$ cat src/rtl/irq_pkg.sv
package irq_pkg;

    localparam int STATUS_W  = 8;
    localparam int BIT_IPCHG = 7;
    localparam int BIT_BRK_B = 6;
    localparam int BIT_RX_B  = 5;
    localparam int BIT_TX_B  = 4;
    localparam int BIT_CTRDY = 3;
    localparam int BIT_BRK_A = 2;
    localparam int BIT_RX_A  = 1;
    localparam int BIT_TX_A  = 0;

    typedef enum logic [0:0] {
        IRQ_IDLE   = 1'b0,
        IRQ_ACTIVE = 1'b1
    } irq_line_state_e;

endpackage

$ cat src/rtl/irq_sticky_bit.sv
module irq_sticky_bit (
    input  logic clk,
    input  logic rst_n,
    input  logic set_i,
    input  logic clr_i,
    output logic q_o
);

    always_ff @(posedge clk or negedge rst_n) begin
        if (!rst_n) begin
            q_o <= 1'b0;
        end else if (set_i) begin
            q_o <= 1'b1;
        end else if (clr_i) begin
            q_o <= 1'b0;
        end
    end

    // a set, even with a simultaneous clear, leaves the bit set
    p_set_wins_r4: assert property (@(posedge clk) disable iff (!rst_n)
        set_i |=> q_o);

    // a lone clear drops the bit
    p_clear_drops_r4: assert property (@(posedge clk) disable iff (!rst_n)
        (clr_i && !set_i) |=> !q_o);

endmodule

$ cat src/rtl/irq_port_change.sv
module irq_port_change #(
    parameter int PORT_PINS = 4
) (
    input  logic                 clk,
    input  logic                 rst_n,
    input  logic [PORT_PINS-1:0] pins_i,
    input  logic [PORT_PINS-1:0] en_i,
    output logic                 chg_o
);

    logic [PORT_PINS-1:0] prev_q;
    logic                 primed_q;
    logic [PORT_PINS-1:0] diff;

    always_ff @(posedge clk or negedge rst_n) begin
        if (!rst_n) begin
            prev_q   <= '0;
            primed_q <= 1'b0;
        end else begin
            prev_q   <= pins_i;
            primed_q <= 1'b1;
        end
    end

    always_comb begin
        diff  = (pins_i ^ prev_q) & en_i;
        chg_o = primed_q && (diff != '0);
    end

    // no change is reported before a first sample exists
    p_no_change_unprimed_r2: assert property (@(posedge clk) disable iff (!rst_n)
        !primed_q |-> !chg_o);

    // a change only on disabled pins is not reported
    p_disabled_quiet_r3: assert property (@(posedge clk) disable iff (!rst_n)
        (((pins_i ^ prev_q) & ~en_i) != '0 && ((pins_i ^ prev_q) & en_i) == '0) |-> !chg_o);

endmodule

$ cat src/rtl/irq_line_fsm.sv
module irq_line_fsm
    import irq_pkg::*;
(
    input  logic                clk,
    input  logic                rst_n,
    input  logic [STATUS_W-1:0] status_i,
    input  logic [STATUS_W-1:0] mask_i,
    output logic                irq_n
);

    irq_line_state_e state_q;
    irq_line_state_e state_d;
    logic            pending;

    assign pending = |(status_i & mask_i);

    always_comb begin
        state_d = state_q;
        unique case (state_q)
            IRQ_IDLE:   if (pending)  state_d = IRQ_ACTIVE;
            IRQ_ACTIVE: if (!pending) state_d = IRQ_IDLE;
            default:    state_d = IRQ_IDLE;
        endcase
    end

    always_ff @(posedge clk or negedge rst_n) begin
        if (!rst_n) begin
            state_q <= IRQ_IDLE;
        end else begin
            state_q <= state_d;
        end
    end

    always_comb begin
        irq_n = (state_q != IRQ_ACTIVE);
    end

    // a masked pending bit drives the line low one clock later
    p_line_low_r8: assert property (@(posedge clk) disable iff (!rst_n)
        pending |=> !irq_n);

    // with no selected bit set, the line is high one clock later
    p_line_high_r9: assert property (@(posedge clk) disable iff (!rst_n)
        !pending |=> irq_n);

endmodule

$ cat src/rtl/irq_status_unit.sv
module irq_status_unit
    import irq_pkg::*;
#(
    parameter int PORT_PINS = 4
) (
    input  logic                 clk,
    input  logic                 rst_n,
    input  logic [PORT_PINS-1:0] ip_pins,
    input  logic [PORT_PINS-1:0] ip_chg_en,
    input  logic                 ipcr_rd,
    input  logic                 brk_evt_a,
    input  logic                 brk_evt_b,
    input  logic                 brk_clr_a,
    input  logic                 brk_clr_b,
    input  logic                 ct_ready,
    input  logic                 ct_stop,
    input  logic                 rx_req_a,
    input  logic                 tx_req_a,
    input  logic                 rx_req_b,
    input  logic                 tx_req_b,
    input  logic                 mask_wr,
    input  logic [7:0]           mask_din,
    output logic [7:0]           status_o,
    output logic                 irq_n
);

    localparam int EVT_N = 4;
    localparam int REQ_N = 4;

    logic                port_chg;
    logic [EVT_N-1:0]    evt_set;
    logic [EVT_N-1:0]    evt_clr;
    logic [EVT_N-1:0]    evt_q;
    logic [REQ_N-1:0]    req_q;
    logic [STATUS_W-1:0] mask_q;

    irq_port_change #(.PORT_PINS(PORT_PINS)) u_port_chg (
        .clk    (clk),
        .rst_n  (rst_n),
        .pins_i (ip_pins),
        .en_i   (ip_chg_en),
        .chg_o  (port_chg)
    );

    // event order: [3] pin change, [2] break B, [1] counter, [0] break A
    assign evt_set = {port_chg, brk_evt_b, ct_ready, brk_evt_a};
    assign evt_clr = {ipcr_rd,  brk_clr_b, ct_stop,  brk_clr_a};

    for (genvar g = 0; g < EVT_N; g++) begin : g_evt
        irq_sticky_bit u_bit (
            .clk   (clk),
            .rst_n (rst_n),
            .set_i (evt_set[g]),
            .clr_i (evt_clr[g]),
            .q_o   (evt_q[g])
        );
    end

    always_ff @(posedge clk or negedge rst_n) begin
        if (!rst_n) begin
            req_q  <= '0;
            mask_q <= '0;
        end else begin
            req_q <= {rx_req_b, tx_req_b, rx_req_a, tx_req_a};
            if (mask_wr) begin
                mask_q <= mask_din;
            end
        end
    end

    always_comb begin
        status_o            = '0;
        status_o[BIT_IPCHG] = evt_q[3];
        status_o[BIT_BRK_B] = evt_q[2];
        status_o[BIT_RX_B]  = req_q[3];
        status_o[BIT_TX_B]  = req_q[2];
        status_o[BIT_CTRDY] = evt_q[1];
        status_o[BIT_BRK_A] = evt_q[0];
        status_o[BIT_RX_A]  = req_q[1];
        status_o[BIT_TX_A]  = req_q[0];
    end

    irq_line_fsm u_line (
        .clk      (clk),
        .rst_n    (rst_n),
        .status_i (status_o),
        .mask_i   (mask_q),
        .irq_n    (irq_n)
    );

    // a detected pin change shows in bit 7 next clock
    p_ipchg_set_r2: assert property (@(posedge clk) disable iff (!rst_n)
        port_chg |=> status_o[BIT_IPCHG]);

    // channel A break bit is untouched without its own set or clear
    p_brk_a_isolated_r5: assert property (@(posedge clk) disable iff (!rst_n)
        (!brk_evt_a && !brk_clr_a) |=> (status_o[BIT_BRK_A] == $past(status_o[BIT_BRK_A])));

    // counter ready holds until stop
    p_ctrdy_hold_r6: assert property (@(posedge clk) disable iff (!rst_n)
        (status_o[BIT_CTRDY] && !ct_stop) |=> status_o[BIT_CTRDY]);

    // request bits are one-clock copies of the levels
    p_req_copy_r7: assert property (@(posedge clk) disable iff (!rst_n)
        1'b1 |=> ({status_o[BIT_RX_B], status_o[BIT_TX_B], status_o[BIT_RX_A], status_o[BIT_TX_A]}
                  == $past({rx_req_b, tx_req_b, rx_req_a, tx_req_a})));

endmodule

$ cat config.mk
export PLATFORM = sky130hd
export DESIGN_NAME = irq_status_unit
export DESIGN_NICKNAME = d
export VERILOG_FILES = /design/src/rtl/irq_pkg.sv /design/src/rtl/irq_sticky_bit.sv /design/src/rtl/irq_port_change.sv /design/src/rtl/irq_line_fsm.sv /design/src/rtl/irq_status_unit.sv
export SDC_FILE = /design/constraint.sdc
export NUM_CORES = 1
export LEC_CHECK = 0
export ABC_CLOCK_PERIOD_IN_PS = 1400
export BUFFER_PORTS_ARGS = -buffer_cell sky130_fd_sc_hd__buf_2
export CORE_UTILIZATION = 30
export DETAILED_ROUTE_END_ITERATION = 16
export GPL_ROUTABILITY_DRIVEN = 1
export PLACE_DENSITY = 0.67
export SYNTH_ARGS = -nofsm -noshare
export SYNTH_HDL_FRONTEND = slang
export SYNTH_SLANG_ARGS = --single-unit
$ cat constraint.sdc
create_clock -name clk -period 1.4 [get_ports clk]
set_input_delay 0.42 -clock clk [delete_from_list [all_inputs] [get_ports clk]]
set_output_delay 0.42 -clock clk [all_outputs]
set_load 0.01 [all_outputs]
## Word level (Yosys, flattened, before mapping)

Cells that the tools add are included.
W data, S select, Z words.

| word-level totals | value |
|---|---|
| logic and storage cells | 29 |
| register bits after elaboration | 22 |
| output and inout port bits | 9 |
| input port bits | 30 |

| operators by class | value |
|---|---|
| mux-type cells | 9 |
| bitwise operators | 4 |
| reduce and logical (&&, ||, !) cells | 7 |

Operator list:

| operator | count |
|---|---|
| $mux W1 | 9 |
| $and A8 B8 Y8 | 1 |
| $reduce_bool A2 Y1 | 4 |
| $reduce_or A8 Y1 | 1 |
| $and A4 B4 Y4 | 1 |
| $reduce_bool A4 Y1 | 1 |
| $xor A4 B4 Y4 | 1 |
| $logic_and A1 B1 Y1 | 1 |
| $not A1 Y1 | 1 |

## Longest topological paths before layout

| logic depth | value |
|---|---|
| depth after elaboration | 5 |
| gate-level depth with buffers | 4 |
| gate-level depth less buffers | 4 |

## By module

Synthesis repeated with hierarchy kept, for this count alone.

| unflattened totals | value |
|---|---|
| cells, all modules | 53 |
| area total of the unflattened synthesis | 828.3 µm² |

By module, submodules not included:

| module | instances | cells an instance | area an instance (µm²) | seq. area each (µm²) |
|---|---|---|---|---|
| irq_status_unit | 1 | 21 | 431.7 | 300.3 |
| irq_port_change | 1 | 13 | 186.4 | 125.1 |
| irq_sticky_bit | 4 | 3 | 36.3 | 25.0 |
| irq_line_fsm | 1 | 7 | 65.1 | 25.0 |

## Worst setup path before layout

Ideal clock, no wire load.

| timing path | value |
|---|---|
| path kind | input to register |
| from | in ip_pins[0] |
| to | reg g_evt[3].u_bit.q_o |
| setup slack | 0.346 ns |
| buffers on the path | 0 |
| required time | 1.277 ns |
| stages | 4 |
| setup time | 0.123 ns |
| data arrival time | 0.930 ns |
| path through | xor2_1 > a22o_1 > o21ai_1 > o21ai_1 |

| between the ends | value |
|---|---|
| longest elaborated chain between the ends | 5 |
| elaborated cells between the ends (all ways) | 6 |
| classes of those cells | 1 x mux; 2 x bitwise; 3 x reduce/logical |

Ends and longest elaborated chain:

| item | RTL line | text |
|---|---|---|
| start, declared | irq_status_unit.sv:8 | `input logic [PORT_PINS-1:0] ip_pins,` |
| $xor A4 B4 Y4 * | irq_port_change.sv:26 | `diff = (pins_i ^ prev_q) & en_i;` |
| $and A4 B4 Y4 * | irq_port_change.sv:26 |  |
| $reduce_bool A4 Y1 * | irq_port_change.sv:27 | `chg_o = primed_q && (diff != '0);` |
| $logic_and A1 B1 Y1 * | irq_port_change.sv:27 |  |
| $mux W1 / $reduce_bool A2 Y1 (equally long branches) | n/a |  |
| end signal, assigned | irq_sticky_bit.sv:11 | `q_o <= 1'b0;` |
| end signal, assigned | irq_sticky_bit.sv:13 | `q_o <= 1'b1;` |
| end signal, assigned | irq_sticky_bit.sv:15 | `q_o <= 1'b0;` |
| end, declared | irq_sticky_bit.sv:6 | `output logic q_o` |

Every way passes the cells marked *; elsewhere a longest branch is shown, timed or not.
A chain may end at the register's enable or synchronous reset.

## Worst setup path in the final report

| timing path | value |
|---|---|
| from | reg g_evt[1].u_bit.q_o |
| to | out status_o[3] |

RTL lines:

| item | RTL line | text |
|---|---|---|
| start, declared | irq_sticky_bit.sv:6 |  |
| start signal, assigned | irq_sticky_bit.sv:11 |  |
| start signal, assigned | irq_sticky_bit.sv:13 |  |
| start signal, assigned | irq_sticky_bit.sv:15 |  |
| end, declared | irq_status_unit.sv:23 | `output logic [7:0] status_o,` |

No word-level cell between the ends.

==> impl_metrics.py <==
metrics = {
    "run_status": {
        "status": "finished, final reports clean",
    },
    "clock_tree": {
        "cts.sinks": 22,
        "cts_root_buf": "clkbuf_4",
        "cts_resized": 0,
        "htreeDepth": 1,
        "clockBufferDepth": 2,
        "numCtsBuffers": 3,
        "clkLatencyLatePin_ns": 0.30,
        "post_cts_buffers": 0,
        "cts_tree": "yes",
        "cts-hold-fix-buffers": 0,
        "cts.clk_slew.worst_paths_ns": 0.12,
    },
    "worst_setup_path": {
        "critPathMaxFanout": 3,
        "reg2reg_to": "g_evt[3].u_bit.q_o",
        "crit_arrival_ns": 0.85,
        "crit_start": "g_evt[1].u_bit.q_o",
        "slowest_stage": "dfrtp_1",
        "reg2reg_from": "u_port_chg.prev_q[1]",
        "critPathMaxStageDelay_ns": 0.41,
        "end_kind": "output port",
        "rr_worst_depth": 4,
        "required_ns": 0.98,
        "crit_chain": "buf_2",
        "crit_path_start_kind": "flop",
        "r2r_setup_slack_ns": 0.33,
        "path_depth": 1,
        "path_buf_inv": 1,
        "endpoint": "status_o[3]",
        "path_delay_family": "flip-flops",
        "path_class": "reg2out",
    },
    "sta": {
        "timing.fmax_ghz": 0.786,
        "whs_ns": 0.0500,
        "finalSetupViolations": 0,
        "drv_slew": 0,
        "fin_setup_tns_ns": 0,
        "period_minus_slack_ns": 1.27,
        "rsz0062_at_grt": "no",
        "finalClockSkew_ns": 0.00821,
        "finalCritPeriodShare_pct": 90.9,
        "final_hold_viol_count": 0,
    },
    "synth": {
        "ys_ff_latch": 22,
        "synth_top_area_share_pct": 67.2,
        "synth_enable_flop_cells": 0,
        "synth_cells": 57,
        "ys_seq_area_share_pct": 67.2,
        "yosysWarnings": 0,
        "synthTopCellsByCount": "dfrtp_1, mux2_2, inv_1",
        "synth.avg_cell_area_um2": 14.4,
        "synth-main-ff-cell": "dfrtp_1",
        "async_reset_ff_share_pct": 100,
        "synth.cell_area_um2": 820,
        "mappedNetlistNets": 87,
        "synth_cell_types": 12,
        "synth_top_area_cell": "dfrtp_1",
        "yosysMostFrequentCell": "dfrtp_1",
        "synth_area_leaders": "dfrtp_1, mux2_2, xor2_1, a22oi_1, buf_4",
    },
    "global_routing": {
        "gr-usage-all-layers_pct": 11.2,
        "grt-ovfl-total": 0,
        "grt_first_pass_wirelength_mm": 2.20,
        "grt_max_degree": 23,
        "grt_pass1_vias": 544,
        "antenna_found_initial": 0,
    },
    "layout": {
        "stdcell_area_um2": 1050,
        "areaGrowthSynthToFinish_pct": 27.9,
        "final_net_count": 125,
        "drive_gt1_share_pct": 53.2,
        "num_antenna_cells": 0,
    },
    "route": {
        "drt_iter0_markers": 2,
        "wirelength_mm": 1.35,
        "vias": 538,
        "drtAntennaViolNets": 0,
        "post_drt_wl_per_cell_um": 10.9,
        "dr.pass1.iters": 2,
        "vias_per_cell": 4.34,
        "drc_errors": 0,
    },
    "floorplan": {
        "dieArea_um2": 2940,
        "core_area_um2": 2520,
        "dieWidth_um": 54.3,
        "start_util_pct": 32.5,
        "pin_count": 39,
        "row_count": 18,
        "die_h_um": 54.3,
    },
    "placement": {
        "placed_area_um2": 1010,
        "portBuffers": 38,
        "gp_congestion": 0.636,
        "post-dp-hpwl_mm": 1.11,
    },
    "pwr": {
        "p_sw_share_pct": 22.2,
        "power_frac_seq_pct": 59.5,
        "comb_power_share_pct": 12.4,
        "vdd_drop_max_uv": 700,
        "power_density_nw_per_um2": 1130,
        "p_leak_nw": 0.543,
        "p_int_uw": 926,
        "p_sw_uw": 264,
        "p_clk_share_pct": 28.0,
    },
    "min_path": {
        "hp-class": "in2async",
    },
    "job": {
        "maxCapViolCount": 0,
    },
}
cell families (layout without fill, tap and decap cells):
kind of cell | count (synthesis) | count (layout) | share of synthesized area, %
XOR/XNOR | 4 | 4 | 4.27
AO/OA/AOI/OAI | 11 | 11 | 9.77
other | 1 | 1 | 0.458
multiplexers | 8 | 8 | 11.0
AND/OR/NAND/NOR | 1 | 1 | 0.764
flip-flops | 22 | 22 | 67.2
buffers and inverters | 10 | 47 | 6.56
cells in the final DEF, fill, tap and decap left out:
| master | netlist | routed |
|---|---|---|
| clkbuf_4 | 0 | 3 |
| mux2_2 | 8 | 8 |
| a22o_1 | 2 | 2 |
| buf_2 | 1 | 38 |
| conb_1 | 1 | 1 |
| nand4_1 | 1 | 1 |
| xor2_1 | 4 | 4 |
| o21ai_1 | 2 | 2 |
| dfrtp_1 | 22 | 22 |
| a21o_1 | 3 | 3 |
| inv_1 | 5 | 5 |
| clkbuf_8 | 0 | 1 |
| a22oi_1 | 4 | 4 |
power groups by stage:
| stage | clock network [mW] | registers [mW] | logic, mW |
|---|---|---|---|
| 2_1_floorplan | 0 | 0.719 | 0.0839 |
| 3_3_place_gp | 0 | 0.720 | 0.148 |
| 3_5_place_dp | 0 | 0.722 | 0.152 |
| 4_1_cts | 0.350 | 0.709 | 0.153 |
| 5_1_grt | 0.376 | 0.716 | 0.168 |
| 6_report | 0.333 | 0.708 | 0.148 |
through the flow:
stage                     setup WS, ns  total power, mW  instances  utilization (%)
after floorplan                  0.346            0.802         57                -
after global placement           0.217            0.868        120             40.1
after detailed placement         0.195            0.875        120             40.1
after CTS                        0.105             1.21        124             41.6
after global routing            0.0662             1.26        124             41.6
final                            0.127             1.19        124             41.6
layer usage:
layer	up-vias	global-route usage (%)	routed length [µm]	share of wire (%)
met5	-	0	0	0
met4	0	6.41	0	0
met3	0	3.89	110	8.1
met2	22	19.5	691	51
met1	255	11.4	551	41
li1	261	-	-	-
state kept, by name (all words and copies together), names as in the netlist:
| signal | count |
|---|---|
| mask_q | 8 |
| g_evt.u_bit.q_o | 4 |
| req_q | 4 |
| u_port_chg.prev_q | 4 |
| u_line.state_q | 1 |
| u_port_chg.primed_q | 1 |
worst min path at each step:
stage | start | cells past startpoint | to | slack [ns]
final | rst_n | 1 | u_port_chg.prev_q[2] | 0.05
after global routing | rst_n | 1 | u_port_chg.prev_q[1] | 0.06
after CTS | rst_n | 1 | u_port_chg.prev_q[1] | 0.06
after detailed placement | rst_n | 1 | u_port_chg.prev_q[1] | 0.41
after global placement | rst_n | 1 | u_port_chg.prev_q[2] | 0.40
after floorplan | rst_n | 0 | g_evt[0].u_bit.q_o | 0.12
cell type report:
class	instances	area [µm²]
fillers	269	1470
flip-flops and latches	22	551
multi-input cells	25	215
repair buffers	38	190
well taps	30	37.5
clock buffers	4	36.3
inverters	5	18.8
No activity file was read; power rests on OpenSTA's default activity.
